File: src/rtl/afg_pkg.sv
package afg_pkg;
  localparam int NUM_SIZES = 3;
  localparam int DATA_W    = 8 << (NUM_SIZES - 1);
  localparam int SEL_W     = $clog2(NUM_SIZES);

  typedef enum logic [1:0] {
    OP_ADD = 2'b00,
    OP_ADC = 2'b01,
    OP_SUB = 2'b10,
    OP_SBB = 2'b11
  } op_e;

  typedef struct packed {
    logic of_f;
    logic sf_f;
    logic zf_f;
    logic af_f;
    logic pf_f;
    logic cf_f;
  } flags_t;
endpackage

File: src/rtl/afg_lane.sv
module afg_lane #(
  parameter int W = 8
) (
  input  logic [W-1:0] a,
  input  logic [W-1:0] b,
  input  logic         sub,
  input  logic         cin,
  output logic [W-1:0] res,
  output logic         cf,
  output logic         af,
  output logic         of
);
  logic [W:0] full;

  always_comb begin
    if (sub) full = {1'b0, a} - {1'b0, b} - {{W{1'b0}}, cin};
    else     full = {1'b0, a} + {1'b0, b} + {{W{1'b0}}, cin};
    res = full[W-1:0];
    cf  = full[W];
    af  = a[4] ^ b[4] ^ full[4];
    if (sub) of = (a[W-1] ^ b[W-1]) & (full[W-1] ^ a[W-1]);
    else     of = ~(a[W-1] ^ b[W-1]) & (full[W-1] ^ a[W-1]);
  end
endmodule

File: src/rtl/afg_flag_eval.sv
module afg_flag_eval
  import afg_pkg::*;
(
  input  logic [DATA_W-1:0] res,
  input  logic [SEL_W-1:0]  sel,
  output logic              pf,
  output logic              zf,
  output logic              sf
);
  always_comb begin
    pf = ~^res[7:0];
    zf = (res == '0);
    sf = res[DATA_W-1];
    for (int i = 0; i < NUM_SIZES; i++) begin
      if (sel == SEL_W'(i)) sf = res[(8 << i) - 1];
    end
  end
endmodule

File: src/rtl/afg_flag_reg.sv
module afg_flag_reg
  import afg_pkg::*;
(
  input  logic              clk,
  input  logic              rst,
  input  logic              upd,
  input  logic [DATA_W-1:0] res_d,
  input  flags_t            flg_d,
  output logic [DATA_W-1:0] res_q,
  output flags_t            flg_q
);
  always_ff @(posedge clk) begin
    if (rst) begin
      res_q <= '0;
      flg_q <= '0;
    end else if (upd) begin
      res_q <= res_d;
      flg_q <= flg_d;
    end
  end

  logic seen_q = 1'b0;
  always_ff @(posedge clk) if (rst) seen_q <= 1'b1;

  assert_rst_clear_R1: assert property (@(posedge clk) disable iff (rst)
    seen_q && $past(rst) |-> (res_q == '0) && (flg_q == '0));

  assert_hold_R2: assert property (@(posedge clk) disable iff (rst)
    seen_q && !$past(rst) && !$past(upd) |-> $stable(res_q) && $stable(flg_q));
endmodule

File: src/rtl/arith_flag_unit.sv
module arith_flag_unit
  import afg_pkg::*;
(
  input  logic        clk,
  input  logic        rst,
  input  logic        upd_i,
  input  logic [1:0]  op_i,
  input  logic [1:0]  size_i,
  input  logic [31:0] a_i,
  input  logic [31:0] b_i,
  output logic [31:0] result_o,
  output logic        cf_o,
  output logic        pf_o,
  output logic        af_o,
  output logic        zf_o,
  output logic        sf_o,
  output logic        of_o
);
  flags_t            flg_q, flg_d;
  logic [DATA_W-1:0] res_q, res_d;
  logic [SEL_W-1:0]  sel;
  logic              use_cin, is_sub;

  logic [DATA_W-1:0] lane_res [NUM_SIZES];
  logic              lane_cf  [NUM_SIZES];
  logic              lane_af  [NUM_SIZES];
  logic              lane_of  [NUM_SIZES];

  assign is_sub  = (op_i == OP_SUB) || (op_i == OP_SBB);
  assign use_cin = ((op_i == OP_ADC) || (op_i == OP_SBB)) & flg_q.cf_f;

  always_comb begin
    sel = SEL_W'(NUM_SIZES - 1);
    if (size_i < 2'(NUM_SIZES - 1)) sel = SEL_W'(size_i);
  end

  for (genvar g = 0; g < NUM_SIZES; g++) begin : g_lane
    localparam int LW = 8 << g;
    logic [LW-1:0] r;
    afg_lane #(.W(LW)) lane_i (
      .a   (a_i[LW-1:0]),
      .b   (b_i[LW-1:0]),
      .sub (is_sub),
      .cin (use_cin),
      .res (r),
      .cf  (lane_cf[g]),
      .af  (lane_af[g]),
      .of  (lane_of[g])
    );
    assign lane_res[g] = DATA_W'(r);
  end

  logic pf_c, zf_c, sf_c;

  always_comb begin
    res_d       = lane_res[NUM_SIZES-1];
    flg_d       = '0;
    flg_d.cf_f  = lane_cf[NUM_SIZES-1];
    flg_d.af_f  = lane_af[NUM_SIZES-1];
    flg_d.of_f  = lane_of[NUM_SIZES-1];
    for (int i = 0; i < NUM_SIZES; i++) begin
      if (sel == SEL_W'(i)) begin
        res_d      = lane_res[i];
        flg_d.cf_f = lane_cf[i];
        flg_d.af_f = lane_af[i];
        flg_d.of_f = lane_of[i];
      end
    end
    flg_d.pf_f = pf_c;
    flg_d.zf_f = zf_c;
    flg_d.sf_f = sf_c;
  end

  afg_flag_eval eval_i (
    .res (res_d),
    .sel (sel),
    .pf  (pf_c),
    .zf  (zf_c),
    .sf  (sf_c)
  );

  afg_flag_reg reg_i (
    .clk   (clk),
    .rst   (rst),
    .upd   (upd_i),
    .res_d (res_d),
    .flg_d (flg_d),
    .res_q (res_q),
    .flg_q (flg_q)
  );

  assign result_o = res_q;
  assign cf_o     = flg_q.cf_f;
  assign pf_o     = flg_q.pf_f;
  assign af_o     = flg_q.af_f;
  assign zf_o     = flg_q.zf_f;
  assign sf_o     = flg_q.sf_f;
  assign of_o     = flg_q.of_f;

  logic             upd_seen_q = 1'b0;
  logic [1:0]       size_q     = 2'b00;
  always_ff @(posedge clk) begin
    if (rst) upd_seen_q <= 1'b0;
    else if (upd_i) begin
      upd_seen_q <= 1'b1;
      size_q     <= size_i;
    end
  end

  assert_byte_upper_zero_R4: assert property (@(posedge clk) disable iff (rst)
    upd_seen_q && (size_q == 2'b00) |-> (result_o[31:8] == '0));

  assert_word_upper_zero_R4: assert property (@(posedge clk) disable iff (rst)
    upd_seen_q && (size_q == 2'b01) |-> (result_o[31:16] == '0));

  assert_parity_R6: assert property (@(posedge clk) disable iff (rst)
    upd_seen_q |-> (pf_o == ($countones(result_o[7:0]) % 2 == 0)));

  assert_zero_R8: assert property (@(posedge clk) disable iff (rst)
    upd_seen_q |-> (zf_o == (result_o == 32'd0)));

  assert_sign_R9: assert property (@(posedge clk) disable iff (rst)
    upd_seen_q |-> (sf_o == ((size_q == 2'b00) ? result_o[7] :
                             (size_q == 2'b01) ? result_o[15] : result_o[31])));

  assert_zero_sign_R8: assert property (@(posedge clk) disable iff (rst)
    upd_seen_q && zf_o |-> !sf_o);
endmodule

File: config.mk
export PLATFORM = sky130hd
export DESIGN_NAME = arith_flag_unit
export DESIGN_NICKNAME = d
export VERILOG_FILES = /design/src/rtl/afg_pkg.sv /design/src/rtl/afg_lane.sv /design/src/rtl/afg_flag_eval.sv /design/src/rtl/afg_flag_reg.sv /design/src/rtl/arith_flag_unit.sv
export SDC_FILE = /design/constraint.sdc
export NUM_CORES = 1
export LEC_CHECK = 0
export BUFFER_PORTS_ARGS = -buffer_cell sky130_fd_sc_hd__buf_2
export CAP_MARGIN = 20
export CORE_ASPECT_RATIO = 1.5
export CORE_MARGIN = 4
export CORE_UTILIZATION = 60
export DETAILED_ROUTE_END_ITERATION = 8
export PLACE_DENSITY = 0.93
export SYNTH_ARGS = -nofsm -noshare
export SYNTH_HDL_FRONTEND = slang
export SYNTH_SLANG_ARGS = --single-unit
File: constraint.sdc
create_clock -name clk -period 14.4 [get_ports clk]
set_clock_uncertainty 0.05 [all_clocks]
set_input_delay 1.44 -clock clk [delete_from_list [all_inputs] [get_ports clk]]
set_output_delay 1.44 -clock clk [all_outputs]
set_load 0.005 [all_outputs]
-- Yosys cells after proc, flatten, opt, wreduce, memory -nomap -nowiden
Index checks and enable logic that the tools add are counted.
- add/sub/neg operators: 12
- magnitude comparators: 1
- equal/unequal tests: 5
- multiplexer cells: 22
- bitwise operators: 20
- reduce and logical (&&, ||, !) cells: 5
- operators with widths (cell ; number):
    32-bit two-way mux ; 3
    32-bit by 32-bit adder with 33-bit output ; 1
    33-bit by 1-bit adder with 33-bit output ; 1
    33-bit two-way mux ; 1
    32-bit by 32-bit subtractor with 33-bit output ; 1
    33-bit by 1-bit subtractor with 33-bit output ; 1
    32-bit logical NOT ; 1
    16-bit by 16-bit adder with 17-bit output ; 1
    17-bit by 1-bit adder with 17-bit output ; 1
    17-bit two-way mux ; 1
    16-bit by 16-bit subtractor with 17-bit output ; 1
    17-bit by 1-bit subtractor with 17-bit output ; 1
    1-bit two-way mux ; 15
    1-bit XOR ; 10
    8-bit by 8-bit adder with 9-bit output ; 1
    9-bit by 1-bit adder with 9-bit output ; 1
    9-bit two-way mux ; 1
    8-bit by 8-bit subtractor with 9-bit output ; 1
    9-bit by 1-bit subtractor with 9-bit output ; 1
    8-bit XNOR reduction ; 1
    1-bit AND ; 7
    2-bit equality test (second input constant) ; 3
    2-bit by 1-bit equality test with 1-bit output (second input constant) ; 2
    1-bit inverter ; 3
    4 further kinds ; 5
- register bits: 38
- input port bits: 71
- output and inout port bits: 38
- logic and storage cells: 72

-- Depth between registers and ports, before layout
Gate-level depths: netlist of the first run.
- depth after elaboration: 11
- gate-level depth with buffers: 22
- depth with buffers taken out: 22

-- By module
Synthesis of the first run repeated with hierarchy kept, for this count alone.
- cells, all modules: 1338
- area, all modules: 9768.1 µm²
- by module, submodules not included (module ; instances ; cells an instance ; area an instance (µm²) ; sequential area each (µm²)):
    afg_lane at g_lane[2].lane_i ; 1 ; 677 ; 4584.4 ; 0.0
    afg_lane at g_lane[1].lane_i ; 1 ; 309 ; 2183.3 ; 0.0
    afg_flag_reg ; 1 ; 122 ; 1358.8 ; 760.7
    afg_lane at g_lane[0].lane_i ; 1 ; 134 ; 997.2 ; 0.0
    arith_flag_unit ; 1 ; 67 ; 451.7 ; 0.0
    afg_flag_eval ; 1 ; 29 ; 192.7 ; 0.0

-- Worst setup path before layout of the first run
No wires, ideal clock.
- path type: input-to-reg
- start: input port op_i[0]
- end: register, netlist name reg_i.flg_q[3]
- library setup time: 88 ps
- data arrival time: 5692 ps
- required time: 14262 ps
- path slack: 8570 ps
- stages on the path: 22
- path buffers: 0
- cell sequence: nand2_1 -> inv_1 -> fa_1 -> inv_1 -> ha_1 -> nor2_1 -> fa_1 -> and3b_1 -> o21ai_1 -> xnor2_1 -> nand2_1 -> o21ai_0 -> ha_1 -> nand4_1 -> or2_2 -> a31oi_1 -> o2111ai_1 -> a2111oi_0 -> nand3_1 -> or4_1 -> or4_1 -> o32ai_2
- cells in the longest elaborated chain, start to end: 9
- elaborated cells on any way between the ends: 19
- classes of those cells: add/sub: 6; eq/ne: 3; mux: 6; bitwise: 1; reduce/logical: 3
- ends and longest elaborated chain (item ; line ; text):
    start, declared ; arith_flag_unit.sv:7 ; input logic [1:0] op_i,
    2-bit by 1-bit equality test with 1-bit output / 2-bit equality test (equally long branches) ; arith_flag_unit.sv:30, arith_flag_unit.sv:29 ;
    1-bit logical OR ; arith_flag_unit.sv:30 ; assign use_cin = ((op_i == OP_ADC) || (op_i == OP_SBB)) & flg_q.cf_f;
    1-bit AND ; arith_flag_unit.sv:30 ;
    33-bit by 1-bit adder with 33-bit output (tied with other cells) ; afg_lane.sv:17 ; else full = {1'b0, a} + {1'b0, b} + {{W{1'b0}}, cin};
    33-bit two-way mux / 9-bit two-way mux (equally long branches) ; afg_lane.sv:16 ; if (sub) full = {1'b0, a} - {1'b0, b} - {{W{1'b0}}, cin};
    32-bit two-way mux (2 in series) ; arith_flag_unit.sv:62 ; if (sel == SEL_W'(i)) begin
    32-bit two-way mux (*) ; arith_flag_unit.sv:62 ;
    32-bit logical NOT (*) ; afg_flag_eval.sv:12 ; zf = (res == '0);
Every way passes the cells marked *; elsewhere a longest branch is shown, timed or not.
A chain may end at the register's enable or synchronous reset.

-- Worst setup path after layout of the first run
- start: input port op_i[0]
- end: register, netlist name reg_i.flg_q[3]
- cells in the longest elaborated chain, start to end: 9
- elaborated cells on any way between the ends: 19
- classes of those cells: add/sub: 6; eq/ne: 3; mux: 6; bitwise: 1; reduce/logical: 3
- ends and longest elaborated chain (item ; line):
    2-bit by 1-bit equality test with 1-bit output / 2-bit equality test (equally long branches) ; arith_flag_unit.sv:30, arith_flag_unit.sv:29
    1-bit logical OR ; arith_flag_unit.sv:30
    1-bit AND ; arith_flag_unit.sv:30
    33-bit by 1-bit adder with 33-bit output (tied with other cells) ; afg_lane.sv:17
    33-bit two-way mux / 9-bit two-way mux (equally long branches) ; afg_lane.sv:16
    32-bit two-way mux (2 in series) ; arith_flag_unit.sv:62
    32-bit two-way mux (*) ; arith_flag_unit.sv:62
    32-bit logical NOT (*) ; afg_flag_eval.sv:12
Marks and branches as above.

==> results of run 1 <==
## cells in the final DEF (no fill, tap or decap), types with 13 or more instances in the layout
master and instances:
a211oi_1 14, a21oi_1 61, buf_2 108, dfxtp_1 38, ha_1 97, inv_1 105, mux2i_1 24, nand2_1 47
nand3_1 13, nor2_1 83, nor3_1 29, o211ai_1 14, o21ai_0 32, xnor2_1 47
## area by class of cell
class	count	area, sq um	area share (%)
flip-flops and latches	38	761	11.1
inverters	107	402	5.88
multi-input cells	642	4770	69.7
clock buffers	6	139	2.03
clock inverters	2	60.1	0.879
well taps	115	144	2.11
repair buffers	111	563	8.24
## critical path, stage by stage
cell,delay (ns)
buf_2,0.10
nand2_1,0.11
inv_1,0.07
fa_1,0.54
ha_1,0.21
nor2_1,0.07
fa_1,0.40
and3b_1,0.22
o21ai_1,0.30
xnor2_1,0.17
nand2_1,0.06
o21ai_0,0.12
ha_1,0.18
nand4_1,0.08
or2_2,0.27
a31oi_1,0.14
o2111ai_1,0.12
a2111oi_0,0.46
nand3_1,0.15
or4_1,0.47
or4_1,0.49
o32ai_2,0.23
## registers in the layout, indices dropped and copies added (netlist names)
signal	cells
reg_i.res_q	32
reg_i.flg_q	6
## path summary, 6_finish.rpt
check,cells past startpoint,end,slack [ns],startpoint
worst max register to register,22,reg_i.flg_q[3],9.08,reg_i.flg_q[0]
worst max-delay path,22,reg_i.flg_q[3],8.17,op_i[0]
worst min register to register,2,reg_i.res_q[16],0.42,reg_i.res_q[16]
worst min-delay path,2,reg_i.res_q[16],0.42,reg_i.res_q[16]
## metrics by stage
| stage | hold slack (ns) | util (%) |
|---|---|---|
| after floorplan | 0.417 | - |
| after global placement | 0.406 | 68.1 |
| after detailed placement | 0.413 | 68.1 |
| after CTS | 0.421 | 70.1 |
| after global routing | 0.444 | 70.1 |
| final | 0.421 | 70.1 |
## kinds of logic after synthesis
logic type               after synthesis  share of synthesized area [%]
buffers and inverters                135                           8.42
flip-flops                            38                           12.6
AO/OA/AOI/OAI                        217                           24.8
XOR/XNOR                              59                           8.56
adder cells (fa/ha/maj)              101                           21.4
multiplexers                          31                           5.47
AND/OR/NAND/NOR                      234                           18.7
## power groups by stage
stage	combinational (mW)	sequential (mW)	clock, mW
after floorplan	0.243	0.125	0
after global placement	0.319	0.124	0
after detailed placement	0.327	0.124	0
after CTS	0.331	0.123	0.147
after global routing	0.371	0.124	0.151
final	0.336	0.123	0.147
## metal layers
layer	vias to the layer above	track usage (%)
met5	-	0
met4	0	15.9
met3	86	2.98
met2	279	56.5
met1	2934	28.1
li1	3045	-
==> impl_metrics.ini, run 1 <==
[timing]
finalCriticalPeriod_ns = 6.23
hold_viol_final = 0
rsz0062_at_grt = false
fin_crit_sh_pct = 43.3
tns_ns = 0
slew_headroom_pct = 42.3
slew_viol_final = 0
max_slew.worst_pin.slew_ns = 0.844
max_freq_mhz = 160
finalSetupViolations = 0
setup_slack_ns = 8.17

[logic_synthesis]
yosysMostFrequentCell = inv_1
synth_cell_type_count = 78
synth_top_area_share_pct = 20.1
synth_flop_cell = dfxtp_1
synthTopCellsByArea = ha_1 20%, dfxtp_1 13%, xnor2_1 6.8%, inv_1 6.5%, nor2_1 5.2%
ys_seq_elements = 38
synth_area_leader_cell = ha_1
async_flop_share_pct = 0
synth_warnings = 0
syn_area_per_cell_sq_um = 7.40
synth_seq_area_share_pct = 12.6
synth_commonest_cells = 105 x inv_1, 97 x ha_1, 83 x nor2_1, 61 x a21oi_1
synth.cell_area_sq_um = 6030
synthCells = 815
syn_nets = 987
synth_edf_count = 0

[power_and_ir_drop]
switching_share_pct = 40.3
p_leak_nw = 3.35
p_sw_mw = 0.244
peakVddDrop_v = 0.0000721
p_int_mw = 0.362
power_mw = 0.607
sequentialPowerShare_pct = 20.3
comb_power_share_pct = 55.4
clockPowerShare_pct = 24.3
cellPowerDensity_nw_per_um2 = 88.8

[worst_setup_path]
crit_fanout = 4
crit_type = in2reg
critPathLaunchType = input pin
worst_setup_path_end_kind = flop
crit_required_ns = 14.54
crit_arrival_ns = 6.37

[die]
initial_core_util_pct = 61.9
fp.dieArea_sq_um = 11800
coreArea_sq_um = 9740
row_count = 44
num_io_pins = 109
die_w_um = 89.9
die_y_um = 131

[drt]
top_layer = met4
drc_errors = 0
drt-met1-wl_mm = 6.24
via_count = 6344
drt_iter0_markers = 461
drt-total-wl_mm = 17.1
detail-route-antenna-nets = 0
routedWlPerCell_um = 16.8
wl_met2_mm = 9.03
wl_met3_um = 926
avgViaCountPerCell = 6.21
drtPass1Iterations = 5

[final_layout]
n_fill_cell = 777
fin_nets = 1077
drive_gt1_share_pct = 16.0
antenna-diode-count = 0
fin_area_sq_um = 6830
instances_no_fill = 1021
syn2layout_area_growth_pct = 13.2

[grt]
grt_pass1_wl_mm = 27.8
grt_max_degree = 51
grt_pass1_vias = 6205
globalRouteOverflowTotal = 0
antenna_found_initial = 0
grtUsageTotal_pct = 28.1

[clock_tree]
cts_root_buf = clkbuf_16
post_cts_buffers = 0
cts_tree = yes
clk_latency_ns = 0.28
ctsHoldBuffers = 0
clock-sinks = 38
clk_pin_slew_ns = 0.05
cts-buffers-inserted = 5
ctsResizeCount = 0
ctsHtreeMaxLevel = 2
clockBufferDepth = 2

[place]
port-buffer-count = 108
post-place-cells = 1013
place_hpwl_mm = 13.7
dpl-instance-area_sq_um = 6640
place_ws_ns = 7.96
place.gp.congestion = 0.942

[min_path]
min_path_type = reg2reg

[run_status]
outcome = completed

[job]
maxCapViolCount = 0
No activity file was read; power rests on OpenSTA's default activity.
==> run 2, diff against run 1 <==
--- a/config.mk
+++ b/config.mk
@@ -5,13 +5,14 @@
 export SDC_FILE = /design/constraint.sdc
 export NUM_CORES = 1
 export LEC_CHECK = 0
+export ABC_AREA = 1
 export BUFFER_PORTS_ARGS = -buffer_cell sky130_fd_sc_hd__buf_2
 export CAP_MARGIN = 20
 export CORE_ASPECT_RATIO = 1.5
 export CORE_MARGIN = 4
 export CORE_UTILIZATION = 60
 export DETAILED_ROUTE_END_ITERATION = 8
-export PLACE_DENSITY = 0.93
+export PLACE_DENSITY = 0.91
 export SYNTH_ARGS = -nofsm -noshare
 export SYNTH_HDL_FRONTEND = slang
 export SYNTH_SLANG_ARGS = --single-unit
==> constraint.sdc (replaced) <==
create_clock -name clk -period 6 [get_ports clk]
set_clock_uncertainty 0.05 [all_clocks]
set_input_delay 0.6 -clock clk [delete_from_list [all_inputs] [get_ports clk]]
set_output_delay 0.6 -clock clk [all_outputs]
set_load 0.005 [all_outputs]
==> run 2 against run 1 <==
Register-to-register slack lost 6.8 ns. Sequential power grew 130%. Sequential share of layout area shrank 2.1 points. Hold slack gained 0.013 ns. Area after synthesis grew 26%. Clock-buffer cell count shrank 1. Wire length grew 48%.
==> impl_metrics.ini, run 2 <==
[drt]
routedWlPerCell_um = 15.2
drt-total-wl_mm = 25.3
drtPass1Iterations = 5
avgViaCountPerCell = 5.42
drc_errors = 0
detail-route-antenna-nets = 0
drt_iter0_markers = 494
via_count = 9037

[die]
num_io_pins = 109
coreArea_sq_um = 12400
fp.dieArea_sq_um = 14600
row_count = 50
die_y_um = 146
initial_core_util_pct = 61.2
die_w_um = 100

[run_status]
outcome = completed

[final_layout]
multi_input_area_sq_um = 5530
final_cell_mix = 439 x nand2_1, 326 x inv_1, 121 x nor2_1, 108 x buf_2, 99 x nand3_1
largest_reg_flops = 32
final_common_cell = nand2_1
largest_register = reg_i.res_q
syn2layout_area_growth_pct = 10.5
reg_top3 = reg_i.res_q x32, reg_i.flg_q x6
drive_gt1_share_pct = 10.9
n_fill_cell = 1233
fin_nets = 1684
antenna-diode-count = 0
seq_area_sq_um = 761

[clock_tree]
cts_root_buf = clkbuf_16
ctsResizeCount = 0
cts-buffers-inserted = 5
clock-sinks = 38
clk_latency_ns = 0.28
ctsHtreeMaxLevel = 2
ctsHoldBuffers = 0
clk_pin_slew_ns = 0.06
cts_tree = yes
post_cts_buffers = 0
clockBufferDepth = 2

[logic_synthesis]
synth.cell_area_sq_um = 7620
yosysMostFrequentCell = nand2_1
syn_area_per_cell_sq_um = 5.38
syn_nets = 1588
async_flop_share_pct = 0
synth_seq_area_share_pct = 9.99
synth_warnings = 0
synth_edf_count = 0
synth_top_area_share_pct = 21.6
synth_cell_type_count = 42
synth_commonest_cells = 439 x nand2_1, 326 x inv_1, 121 x nor2_1, 99 x nand3_1, 97 x ha_1
synthCells = 1416
ys_seq_elements = 38
synthTopCellsByArea = nand2_1 22%, inv_1 16%, ha_1 16%, dfxtp_1 10%, nand3_1 6.5%
synth_flop_cell = dfxtp_1
synth_area_leader_cell = nand2_1

[timing]
slew_headroom_pct = 45.6
max_slew.worst_pin.slew_ns = 0.811
holdWs_ns = 0.433
max_freq_mhz = 265
tns_ns = 0
finalSetupViolations = 0
slew_viol_final = 0
finalCriticalPeriod_ns = 3.78
fin_crit_sh_pct = 63.0
rsz0062_at_grt = false
hold_viol_final = 0

[power_and_ir_drop]
p_leak_nw = 5.21
peakVddDrop_v = 0.000124
cellPowerDensity_nw_per_um2 = 171

[worst_setup_path]
crit_arrival_ns = 3.94
worst_setup_path_end_kind = flop
crit_type = in2reg
crit_fanout = 5
critPathLaunchType = input pin
crit_required_ns = 6.17
r2r_setup_slack_ns = 2.29

[place]
port-buffer-count = 108
place_hpwl_mm = 21.5
place.gp.congestion = 1.02

[min_path]
min_path_type = reg2reg

[job]
maxCapViolCount = 0

[grt]
grt_max_degree = 72
globalRouteOverflowTotal = 0
grt_pass1_vias = 8813
grtUsageTotal_pct = 34.7
antenna_found_initial = 0
grt_pass1_wl_mm = 40.7
-- run 2: stage by stage --
| step | setup WS, ns | instances | cell area [sq um] | util, % | power, mW |
|---|---|---|---|---|---|
| final | 2.22 | 1668 | 8420 | 67.6 | 1.44 |
| after global routing | 2.04 | 1668 | 8420 | 67.6 | 1.57 |
| after CTS | 2.23 | 1668 | 8420 | 67.6 | 1.43 |
| after detailed placement | 2.02 | 1661 | 8280 | 66.5 | 1.17 |
| after global placement | 2.12 | 1661 | 8280 | 66.5 | 1.15 |
| after floorplan | 2.47 | 1416 | 7620 | - | 0.922 |
-- run 2: final timing paths --
check,startpoint,end,cells past startpoint
worst min-delay path,reg_i.res_q[3],reg_i.res_q[3],2
worst max register to register,reg_i.flg_q[0],reg_i.flg_q[3],23
worst max-delay path,op_i[0],reg_i.flg_q[3],24
worst min register to register,reg_i.res_q[3],reg_i.res_q[3],2
-- run 2: kinds of logic (layout without fill, tap and decap cells) --
family	after synthesis	in the layout	share of synthesized area (%)
and+or+nand+nor	728	728	40.6
buffers and inverters	350	446	17.3
AOI/OAI and AO/OA	186	186	13.6
adders and majority gates	101	101	17.0
DFF	38	38	9.99
xor gates and xnor gates	13	13	1.49
-- run 2: worst max-delay path, cell delays in order --
cell and delay (ns):
buf_2 0.09, nand2_1 0.08, inv_1 0.06, fa_1 0.51, inv_1 0.06, ha_1 0.17, nor2_1 0.29, fa_1 0.26
nand2_1 0.06, nand2_1 0.08, nand2_2 0.08, nand2_1 0.08, nand2_2 0.08, or2_2 0.28, a32oi_1 0.20, ha_1 0.19
nand3_1 0.07, nor2_1 0.11, nand3_1 0.11, nor2_1 0.12, nand2_1 0.08, nor2_1 0.11, nand2_1 0.07, a21oi_2 0.11
-- run 2: cell type report --
| class | count | area share, % |
|---|---|---|
| Inverter | 329 | 14.7 |
| Timing Repair Buffer | 110 | 6.60 |
| Clock buffer | 5 | 1.49 |
| Sequential cell | 38 | 9.04 |
| Multi-Input combinational cell | 1028 | 65.8 |
| Tap cell | 156 | 2.32 |
| Clock inverter | 2 | 0.119 |
-- run 2: metal layers --
layer	GRT usage [%]	up-vias	share of wire, %
met5	0	-	0
met4	27.8	0	9.6
li1	-	4557	-
met2	62.6	373	49
met3	2.78	139	4.6
met1	35.6	3968	36
-- run 2: report_power, final --
group          internal, mW  switching [mW]  leakage, nW  total [mW]
Combinational         0.307           0.598         4.83       0.905
Sequential            0.276          0.0120        0.315       0.288
Clock                 0.150          0.0994       0.0694       0.249
Total                 0.733           0.709         5.21        1.44
